===== src/rtl/scb_pkg.sv =====
package scb_pkg;
  typedef enum logic [1:0] {OP_NONE, OP_EOI, OP_GET, OP_SET} op_kind_e;

  typedef struct packed {
    op_kind_e   kind;
    logic [1:0] val;
  } op_t;

  localparam op_t       OP_IDLE  = '{kind: OP_NONE, val: 2'b00};
  localparam logic [1:0] PQ_RESET = 2'b01;
  localparam logic [63:0] RD_BAD  = 64'hFF;
endpackage


===== src/rtl/scb_pq_cell.sv =====
module scb_pq_cell
  import scb_pkg::*;
(
  input  logic       clk_i,
  input  logic       rst_ni,
  input  logic       trig_i,
  input  op_t        op_i,
  output logic [1:0] pq_o,
  output logic       fire_o
);
  logic [1:0] pq_q, pq_d;

  // operation first, then a same-cycle trigger acts on its result
  always_comb begin
    pq_d   = pq_q;
    fire_o = 1'b0;
    unique case (op_i.kind)
      OP_EOI: begin
        if (pq_q == 2'b11) begin
          pq_d   = 2'b10;
          fire_o = 1'b1;
        end else begin
          pq_d[1] = 1'b0;
        end
      end
      OP_SET:  pq_d = op_i.val;
      default: ;
    endcase
    if (trig_i) begin
      unique case (pq_d)
        2'b00: begin
          pq_d   = 2'b10;
          fire_o = 1'b1;
        end
        2'b10:   pq_d = 2'b11;
        default: ;
      endcase
    end
  end

  always_ff @(posedge clk_i or negedge rst_ni) begin
    if (!rst_ni) pq_q <= PQ_RESET;
    else         pq_q <= pq_d;
  end

  assign pq_o = pq_q;
endmodule


===== src/rtl/scb_rr_arb.sv =====
module scb_rr_arb #(
  parameter int N = 12,
  localparam int IW = $clog2(N)
) (
  input  logic [N-1:0]  req_i,
  input  logic [IW-1:0] ptr_i,
  output logic          gnt_vld_o,
  output logic [IW-1:0] gnt_idx_o
);
  always_comb begin
    gnt_vld_o = 1'b0;
    gnt_idx_o = '0;
    for (int k = 0; k < N; k++) begin
      automatic int j = int'(ptr_i) + k;
      if (j >= N) j = j - N;
      if (!gnt_vld_o && req_i[j]) begin
        gnt_vld_o = 1'b1;
        gnt_idx_o = IW'(j);
      end
    end
  end
endmodule


===== src/rtl/scb_decode.sv =====
module scb_decode
  import scb_pkg::*;
#(
  parameter int N_SRC  = 12,
  parameter int PAGE_W = 4,
  localparam int AW    = 12 + PAGE_W
) (
  input  logic              req_i,
  input  logic              we_i,
  input  logic [AW-1:0]     addr_i,
  output logic [PAGE_W-1:0] page_o,
  output logic              page_ok_o,
  output op_t               op_o,
  output logic              rd_o,
  output logic              rd_bad_o
);
  logic [11:0] off;

  assign page_o    = addr_i[AW-1:12];
  assign page_ok_o = req_i && (int'(page_o) < N_SRC);
  assign off       = addr_i[11:0] & ~12'h040;  // ordering hint is not part of the op
  assign rd_o      = req_i && !we_i;

  always_comb begin
    op_o     = OP_IDLE;
    rd_bad_o = !page_ok_o;
    if (we_i) begin
      if (off == 12'h400) op_o.kind = OP_EOI;
    end else begin
      unique case (off)
        12'h000: op_o.kind = OP_EOI;
        12'h800: op_o.kind = OP_GET;
        12'hC00: op_o = '{kind: OP_SET, val: 2'b00};
        12'hD00: op_o = '{kind: OP_SET, val: 2'b01};
        12'hE00: op_o = '{kind: OP_SET, val: 2'b10};
        12'hF00: op_o = '{kind: OP_SET, val: 2'b11};
        default: rd_bad_o = 1'b1;
      endcase
    end
    if (!page_ok_o) op_o = OP_IDLE;
  end
endmodule


===== src/rtl/src_coalesce_bank.sv =====
module src_coalesce_bank
  import scb_pkg::*;
#(
  parameter int N_SRC  = 12,
  parameter int PAGE_W = 4,
  localparam int ADDR_W = 12 + PAGE_W,
  localparam int IDX_W  = $clog2(N_SRC)
) (
  input  logic              clk_i,
  input  logic              rst_ni,
  input  logic [N_SRC-1:0]  trig_i,
  input  logic              mmio_req_i,
  input  logic              mmio_we_i,
  input  logic [ADDR_W-1:0] mmio_addr_i,
  output logic              mmio_rvalid_o,
  output logic [63:0]       mmio_rdata_o,
  output logic              ntf_valid_o,
  input  logic              ntf_ready_i,
  output logic [IDX_W-1:0]  ntf_idx_o
);
  logic [PAGE_W-1:0] page;
  logic              page_ok, rd_en, rd_bad;
  op_t               op;

  scb_decode #(.N_SRC(N_SRC), .PAGE_W(PAGE_W)) u_dec (
    .req_i     (mmio_req_i),
    .we_i      (mmio_we_i),
    .addr_i    (mmio_addr_i),
    .page_o    (page),
    .page_ok_o (page_ok),
    .op_o      (op),
    .rd_o      (rd_en),
    .rd_bad_o  (rd_bad)
  );

  logic [1:0]       pq [N_SRC];
  logic [N_SRC-1:0] fire, op_hit;

  for (genvar g = 0; g < N_SRC; g++) begin : g_src
    op_t op_g;
    assign op_hit[g] = page_ok && (page == PAGE_W'(g));
    assign op_g      = op_hit[g] ? op : OP_IDLE;
    scb_pq_cell u_cell (
      .clk_i  (clk_i),
      .rst_ni (rst_ni),
      .trig_i (trig_i[g]),
      .op_i   (op_g),
      .pq_o   (pq[g]),
      .fire_o (fire[g])
    );
  end

  // old state of the addressed source, sampled before this cycle's update
  logic [1:0] pq_old;
  always_comb begin
    pq_old = '0;
    for (int i = 0; i < N_SRC; i++) if (op_hit[i]) pq_old = pq[i];
  end

  logic        rvalid_q;
  logic [63:0] rdata_q;
  always_ff @(posedge clk_i or negedge rst_ni) begin
    if (!rst_ni) begin
      rvalid_q <= 1'b0;
      rdata_q  <= '0;
    end else begin
      rvalid_q <= rd_en;
      if (rd_en) rdata_q <= rd_bad ? RD_BAD : {62'b0, pq_old};
    end
  end
  assign mmio_rvalid_o = rvalid_q;
  assign mmio_rdata_o  = rdata_q;

  // notify path: per-source owed flag, round-robin into one output slot
  logic [N_SRC-1:0] need_q, need_d, clr;
  logic [IDX_W-1:0] rr_ptr_q, gnt_idx, out_idx_q;
  logic             gnt_vld, out_vld_q, load_out;

  scb_rr_arb #(.N(N_SRC)) u_arb (
    .req_i     (need_q),
    .ptr_i     (rr_ptr_q),
    .gnt_vld_o (gnt_vld),
    .gnt_idx_o (gnt_idx)
  );

  assign load_out = gnt_vld && (!out_vld_q || ntf_ready_i);
  assign clr      = load_out ? (N_SRC'(1) << gnt_idx) : '0;
  assign need_d   = (need_q & ~clr) | fire;

  always_ff @(posedge clk_i or negedge rst_ni) begin
    if (!rst_ni) begin
      need_q    <= '0;
      rr_ptr_q  <= '0;
      out_vld_q <= 1'b0;
      out_idx_q <= '0;
    end else begin
      need_q <= need_d;
      if (load_out) begin
        out_vld_q <= 1'b1;
        out_idx_q <= gnt_idx;
        rr_ptr_q  <= (int'(gnt_idx) == N_SRC - 1) ? '0 : gnt_idx + 1'b1;
      end else if (ntf_ready_i) begin
        out_vld_q <= 1'b0;
      end
    end
  end

  assign ntf_valid_o = out_vld_q;
  assign ntf_idx_o   = out_idx_q;
endmodule


===== config.mk =====
export PLATFORM = sky130hd
export DESIGN_NAME = src_coalesce_bank
export DESIGN_NICKNAME = d
export VERILOG_FILES = /design/src/rtl/scb_pkg.sv /design/src/rtl/scb_pq_cell.sv /design/src/rtl/scb_rr_arb.sv /design/src/rtl/scb_decode.sv /design/src/rtl/src_coalesce_bank.sv
export SDC_FILE = /design/constraint.sdc
export NUM_CORES = 1
export LEC_CHECK = 0
export CAP_MARGIN = 20
export CORE_MARGIN = 2
export CORE_UTILIZATION = 59
export CTS_CLUSTER_SIZE = 28
export DETAILED_ROUTE_END_ITERATION = 10
export PLACE_DENSITY = 0.92
export SLEW_MARGIN = 20
export SYNTH_ARGS = -nofsm -noshare
export SYNTH_HDL_FRONTEND = slang
export SYNTH_SLANG_ARGS = --single-unit

===== constraint.sdc =====
create_clock -name clk_i -period 9.75 [get_ports clk_i]
set_input_delay 1.4625 -clock clk_i [delete_from_list [all_inputs] [get_ports clk_i]]
set_output_delay 1.4625 -clock clk_i [all_outputs]
set_load 0.1 [all_outputs]

==> impl_metrics.csv, run 1 <==
group,metric,value,unit
yosys,synth_cell_type_count,90,
sta,rsz0062_at_grt,"no",
sta,worst_clock_skew,0.00696,ns
sta,timing_worst_slew_pin_value,0.994,ns
setup_path,worstPathArrival,6.19,ns
floorplan,design.die.area,10300,µm²
sta,finalWorstPathRequiredPeriod,6.02,ns
final_layout,areaGrowthSynthToFinish,6.72,%
placed_design,routabilityCongestion,0.964,
floorplan,die_y,102,µm
setup_path,crit_buf_inv,3,
yosys,synthTopCellsByArea,"sky130_fd_sc_hd__dfrtp_1 (16%), sky130_fd_sc_hd__buf_4 (8.4%), sky130_fd_sc_hd__ha_1 (6.0%), sky130_fd_sc_hd__dfstp_2 (5.6%), sky130_fd_sc_hd__mux4_2 (4.8%)",
route,firstDrtPassIters,5,
placed_design,port_buffer_count,45,
sta,max_slew_margin_vs_limit,33.5,%
global_route,antenna_found_initial,0,
sta,setup_slack_after_layout,3.73,ns
yosys,yosys_warnings,0,
worst_hold_path,hold_path_class,"flop to flop",
floorplan,core_area,9240,µm²
clock_network,clockBufferDepth,2,
sta,final-hold-violation-count,0,
yosys,netlist.area_leader.share,16.5,%
yosys,post_synth_and_or_nand_nor_area_fraction,22.7,%
placed_design,dp_slack,3.89,ns
floorplan,die_x,102,µm
route,first_iter_violations,371,
route,drt_wl_total,14600,µm
sta,worst_hold_slack,0.498,ns
yosys,synth-seq-area-share,22.1,%
setup_path,cp.required,9.93,ns
global_route,number_of_global_route_vias_before_repair,5138,
route,detailroute.via_count,5215,
yosys,synth_xor_xnor_area_share,2.16,%
outcome,run_status,"complete, no violations",
setup_path,worst_setup_path_end_kind,"flop",
yosys,synth_most_common_cell,"sky130_fd_sc_hd__buf_4",
setup_path,crit_path_cell_trace,"inv_1 > ha_1 > xor2_1 > inv_1 > ha_1 > and2_1 > or3_1 > and3_1 > o21a_1 > nor3b_2 > nand3_1 > or4_1 > nand3_1 > ha_1 > ha_1 > inv_1 > nor3b_1 > o221ai_1",
setup_path,crit_path_start_kind,"flop",
sta,fmax,166,MHz
yosys,synthCells,677,
setup_path,worst_path_largest_cell_delay,0.84,ns
global_route,grt_first_pass_wirelength,24200,µm
clock_network,post_cts_buffers,0,
setup_path,timing.critical_path.fanout_max,17,
clock_network,holdBufCountCts,0,
clock_network,cts_inserted_buffers,5,
clock_network,cts_tree,"yes",
yosys,synth_commonest_cells,"sky130_fd_sc_hd__buf_4 (63), sky130_fd_sc_hd__nand2_1 (55), sky130_fd_sc_hd__o21ai_0 (46), sky130_fd_sc_hd__nor2_1 (43)",
yosys,number_of_synthesized_flops_with_an_enable_pin,0,
setup_path,cpMaxStageDelayCell,"sky130_fd_sc_hd__dfrtp_1",
global_route,largest_net_degree_at_the_start_of_global_routing,50,
route,detail-route-antenna-nets,0,
yosys,flop_and_latch_count_out_of_synthesis,49,
yosys,synth_async_sr_flop_share,100,%
yosys,post_synth_instance_area,5620,µm²
sta,count_of_final_max_slew_check_failures,0,
yosys,postSynth.topFlopCell,"sky130_fd_sc_hd__dfrtp_1",
sta,finalCritPeriodShare,61.7,%
final_layout,num-nets-final,766,
sta,timing.setup.tns,0,ns
yosys,synthAdderAreaFrac,6.01,%
clock_network,clock-sinks,49,
global_route,gr-total-overflow,0,
final_layout,nFillCells,777,
job,max_cap_violations,0,
clock_network,cts_resized,0,
yosys,dominant_combinational_cell_family_by_area_after_synthesis,"compound AO/OA/AOI/OAI gates",
floorplan,rows,35,
setup_path,crit_type,"flop to flop",
yosys,post_synth_mux_area_share,9.89,%
route,post_drt_wl_per_cell,17.4,µm
clock_network,cts-root-buf,"sky130_fd_sc_hd__clkbuf_8",
global_route,overall_fraction_of_global_route_tracks_in_use,29.2,%
clock_network,clk_pin_slew,0.10,ns
setup_path,reg2reg_setup_slack,3.73,ns
sta,setup_viol,0,
final_layout,antenna_cells,0,
clock_network,worstSkewPairLatency,0.31,ns
route,vias_per_cell,6.24,
placed_design,dp.final_hpwl,11400,µm
route,route.detailed.drc,0,
setup_path,cp_top_family,"simple AND/OR/NAND/NOR gates",
yosys,synth.avg_cell_area,8.30,µm²
yosys,synth_top_area_cell,"sky130_fd_sc_hd__dfrtp_1",
clock_network,clock_tree.htree_level_count,2,
setup_path,crit_path_frequent_cell,"sky130_fd_sc_hd__ha_1",
floorplan,initial_utilization,60.8,%
floorplan,top_level_ports,103,
yosys,compound_gate_portion_of_the_synthesized_area,24.4,%
final_layout,post_route_cells_drive_above_1_share,10.2,%
==> logic make-up (layout without fill, tap and decap cells) <==
kind of cell / after synthesis / after routing
XOR/XNOR: 13 / 13
multiplexers: 36 / 36
AND/OR/NAND/NOR: 233 / 233
other: 1 / 56
flip-flops: 49 / 49
adder cells (fa/ha/maj): 27 / 27
AO/OA/AOI/OAI: 197 / 197
buffers and inverters: 121 / 96
==> through the flow <==
stage	cell area (µm²)	cells	utilization [%]
after detailed placement	5910	828	63.9
final	6000	836	64.9
after CTS	6000	836	64.9
after global placement	5910	828	63.9
after global routing	6000	836	64.9
after floorplan	5830	732	-
==> metal layers <==
layer | vias up | GRT usage (%) | share of wire [%]
met3 | 57 | 2.83 | 5.1
met2 | 238 | 53.1 | 51
met5 | - | 0 | 0
met4 | 0 | 14.9 | 5.2
met1 | 2471 | 34.0 | 39
li1 | 2449 | - | -
==> cell usage in the layout, fill, tap and decap left out, drive strengths merged, types with 8 or more instances in the layout <==
master | Yosys | routed
inv | 37 | 38
nor4 | 8 | 8
dfrtp | 37 | 37
a21o | 9 | 9
nand2b | 19 | 19
o21ai | 48 | 48
nand2 | 57 | 57
a21oi | 32 | 32
o22ai | 10 | 10
o211ai | 28 | 28
conb | 1 | 56
nand4 | 10 | 10
nor2b | 13 | 13
nand3 | 22 | 22
nand3b | 9 | 9
dfstp | 12 | 12
nor3b | 8 | 8
and3 | 10 | 10
mux4 | 13 | 13
xnor2 | 11 | 11
nor3 | 11 | 11
ha | 27 | 27
mux2i | 16 | 16
clkdlybuf4s50 | 0 | 44
nor2 | 44 | 44
==> cell type report <==
type	count	area, µm²	area share [%]
Inverter	37	139	2.32
Multi-Input combinational cell	562	3870	64.6
Timing Repair Buffer	51	490	8.18
Tap cell	129	161	2.69
Sequential cell	49	1240	20.7
Clock inverter	3	21.3	0.355
Clock buffer	5	68.8	1.15
==> sequential cells by signal, summed over array words and instances (netlist names) <==
name and flops:
mmio_rdata_o 3, need_q 12, g_src.u_cell.pq_o 24, ntf_valid_o 1, mmio_rvalid_o 1, ntf_idx_o 4
rr_ptr_q 4
==> worst paths after layout <==
kind	cells after the start	start	end
max in group asynchronous	2	rst_ni	g_src[11].u_cell.pq_o[1]
hold reg to reg	1	ntf_idx_o[3]	ntf_idx_o[3]
min in group asynchronous	2	rst_ni	g_src[7].u_cell.pq_o[1]
setup / recovery	18	rr_ptr_q[1]	need_q[3]
setup reg to reg	18	rr_ptr_q[1]	need_q[3]
hold / removal	1	ntf_idx_o[3]	ntf_idx_o[3]
Power of run 1 is left out: the tool's default activity adds up to more than one toggle a clock period on the data nets, which glitch-free logic cannot reach.
==> run 2, diff against run 1 <==
- CORE_UTILIZATION: 59 -> 49
- PLACE_DENSITY: 0.92 -> 0.81
- clock period: 9.75 -> 5.1 ns (I/O delays scaled with it)
==> impl_metrics.csv, run 2 (synthesis results as in run 1) <==
group,metric,value,unit
sta,worst_clock_skew,0.00573,ns
sta,finalWorstPathRequiredPeriod,4.78,ns
floorplan,core_area,11300,µm²
final_layout,seq_area,1240,µm²
global_route,largest_net_degree_at_the_start_of_global_routing,50,
sta,setup_viol,0,
placed_design,dp.final_hpwl,12100,µm
final_layout,final_common_cell,"sky130_fd_sc_hd__conb_1",
route,detail-route-antenna-nets,0,
global_route,grt_first_pass_wirelength,25500,µm
sta,timing.setup.tns,0,ns
final_layout,largest_register_ffs,24,
final_layout,nFillCells,1038,
final_layout,footprint_of_the_multi_input_gates,3890,µm²
clock_network,clockBufferDepth,2,
route,vias_per_cell,6.18,
sta,rsz0062_at_grt,"no",
route,route.detailed.drc,0,
floorplan,rows,39,
clock_network,cts-root-buf,"sky130_fd_sc_hd__clkbuf_16",
setup_path,cp.required,5.25,ns
placed_design,dp_slack,0.174,ns
sta,worst_hold_slack,0.490,ns
global_route,number_of_global_route_vias_before_repair,5242,
sta,fmax,209,MHz
clock_network,clk_pin_slew,0.06,ns
placed_design,port_buffer_count,45,
route,post_drt_wl_per_cell,18.0,µm
route,drt_wl_total,15600,µm
sta,timing_worst_slew_pin_value,0.991,ns
clock_network,clock_tree.htree_level_count,2,
setup_path,worstPathArrival,4.93,ns
global_route,gr-total-overflow,0,
global_route,overall_fraction_of_global_route_tracks_in_use,24.9,%
final_layout,antenna_cells,0,
job,max_cap_violations,0,
sta,max_slew_margin_vs_limit,33.7,%
worst_hold_path,hold_path_class,"primary input to async pin",
floorplan,die_y,111,µm
final_layout,layout.cells.most_common_list,"sky130_fd_sc_hd__conb_1 (56), sky130_fd_sc_hd__nand2_1 (55), sky130_fd_sc_hd__o21ai_0 (46)",
floorplan,initial_utilization,49.6,%
sta,setup_slack_after_layout,0.325,ns
floorplan,top_level_ports,103,
global_route,antenna_found_initial,0,
clock_network,clock-sinks,49,
floorplan,design.die.area,12300,µm²
clock_network,post_cts_buffers,0,
route,first_iter_violations,409,
route,firstDrtPassIters,8,
sta,count_of_final_max_slew_check_failures,0,
sta,finalCritPeriodShare,93.6,%
setup_path,crit_path_start_kind,"flop",
clock_network,worstSkewPairLatency,0.29,ns
final_layout,areaGrowthSynthToFinish,10.8,%
clock_network,cts_tree,"yes",
setup_path,crit_type,"flop to flop",
sta,final-hold-violation-count,0,
floorplan,die_x,111,µm
final_layout,post_route_cells_drive_above_1_share,12.9,%
route,detailroute.via_count,5370,
setup_path,timing.critical_path.fanout_max,6,
final_layout,num-nets-final,785,
outcome,run_status,"complete, no violations",
placed_design,routabilityCongestion,1.00,
clock_network,cts_inserted_buffers,5,
setup_path,worst_setup_path_end_kind,"flop",
[run 2: cell count changes in the layout (fill, tap and decap cells not counted), moves of 2 or more]
cell                        delta
sky130_fd_sc_hd__clkbuf_8      -5
sky130_fd_sc_hd__clkbuf_16     +5
sky130_fd_sc_hd__clkbuf_1      +2
sky130_fd_sc_hd__buf_4        +20
sky130_fd_sc_hd__ha_1          -2
sky130_fd_sc_hd__ha_2          +2
[run 2: final timing paths]
kind | start | end | slack (ns) | cells after the start
setup / recovery | rr_ptr_q[0] | need_q[3] | 0.32 | 18
hold / removal | rst_ni | mmio_rvalid_o | 0.49 | 1
setup reg to reg | rr_ptr_q[0] | need_q[3] | 0.32 | 18
hold reg to reg | ntf_idx_o[1] | ntf_idx_o[1] | 0.51 | 1
max in group asynchronous | rst_ni | rr_ptr_q[1] | 4.15 | 1
min in group clk_i | ntf_idx_o[1] | ntf_idx_o[1] | 0.51 | 1
[run 2: worst max-delay path: stages, from the launching register on]
cell and delay (ns):
sky130_fd_sc_hd__dfrtp_1 0.50, sky130_fd_sc_hd__ha_1 0.24, sky130_fd_sc_hd__xor2_1 0.27, sky130_fd_sc_hd__inv_1 0.09
sky130_fd_sc_hd__ha_1 0.23, sky130_fd_sc_hd__or4b_1 0.52, sky130_fd_sc_hd__and3_1 0.19, sky130_fd_sc_hd__or2_4 0.27
sky130_fd_sc_hd__mux2i_4 0.20, sky130_fd_sc_hd__mux2_4 0.31, sky130_fd_sc_hd__nand4_1 0.15, sky130_fd_sc_hd__nor4_1 0.07
sky130_fd_sc_hd__or4_1 0.49, sky130_fd_sc_hd__nand3_1 0.18, sky130_fd_sc_hd__ha_1 0.26, sky130_fd_sc_hd__ha_1 0.19
sky130_fd_sc_hd__inv_1 0.04, sky130_fd_sc_hd__nor3b_1 0.25, sky130_fd_sc_hd__o221ai_1 0.17
[run 2: through the flow]
| stage | utilization [%] | instance area, µm² | instances |
|---|---|---|---|
| 3_5_place_dp | 53.6 | 6070 | 861 |
| 4_1_cts | 54.8 | 6200 | 869 |
| 5_1_grt | 55.0 | 6220 | 869 |
| 3_3_place_gp | 53.6 | 6070 | 861 |
| 2_1_floorplan | - | 5830 | 732 |
| 6_report | 55.0 | 6220 | 869 |
[run 2: cell type report]
type,instances,area share [%]
inverters,37,2.23
repair buffers,70,10.2
flip-flops and latches,49,20.0
clock buffers,7,2.13
multi-input cells,562,62.5
well taps,143,2.87
clock inverters,1,0.0804
[run 2: repair_timing]
action / 4_1_cts / 5_1_grt
resized for setup: 0 / 5
hold buffers: 0 / 0
endpoints found under the setup margin: 0 / 12
hold endpoints to repair: 0 / 0
[run 2: layer usage]
metal | GRT usage, % | up-vias | wire length [µm]
met5 | 0 | - | 0
met4 | 7.74 | 0 | 373
met3 | 2.90 | 35 | 843
met2 | 46.1 | 225 | 8240
met1 | 30.3 | 2621 | 6170
li1 | - | 2489 | -
Power of run 2 is left out for the same reason.
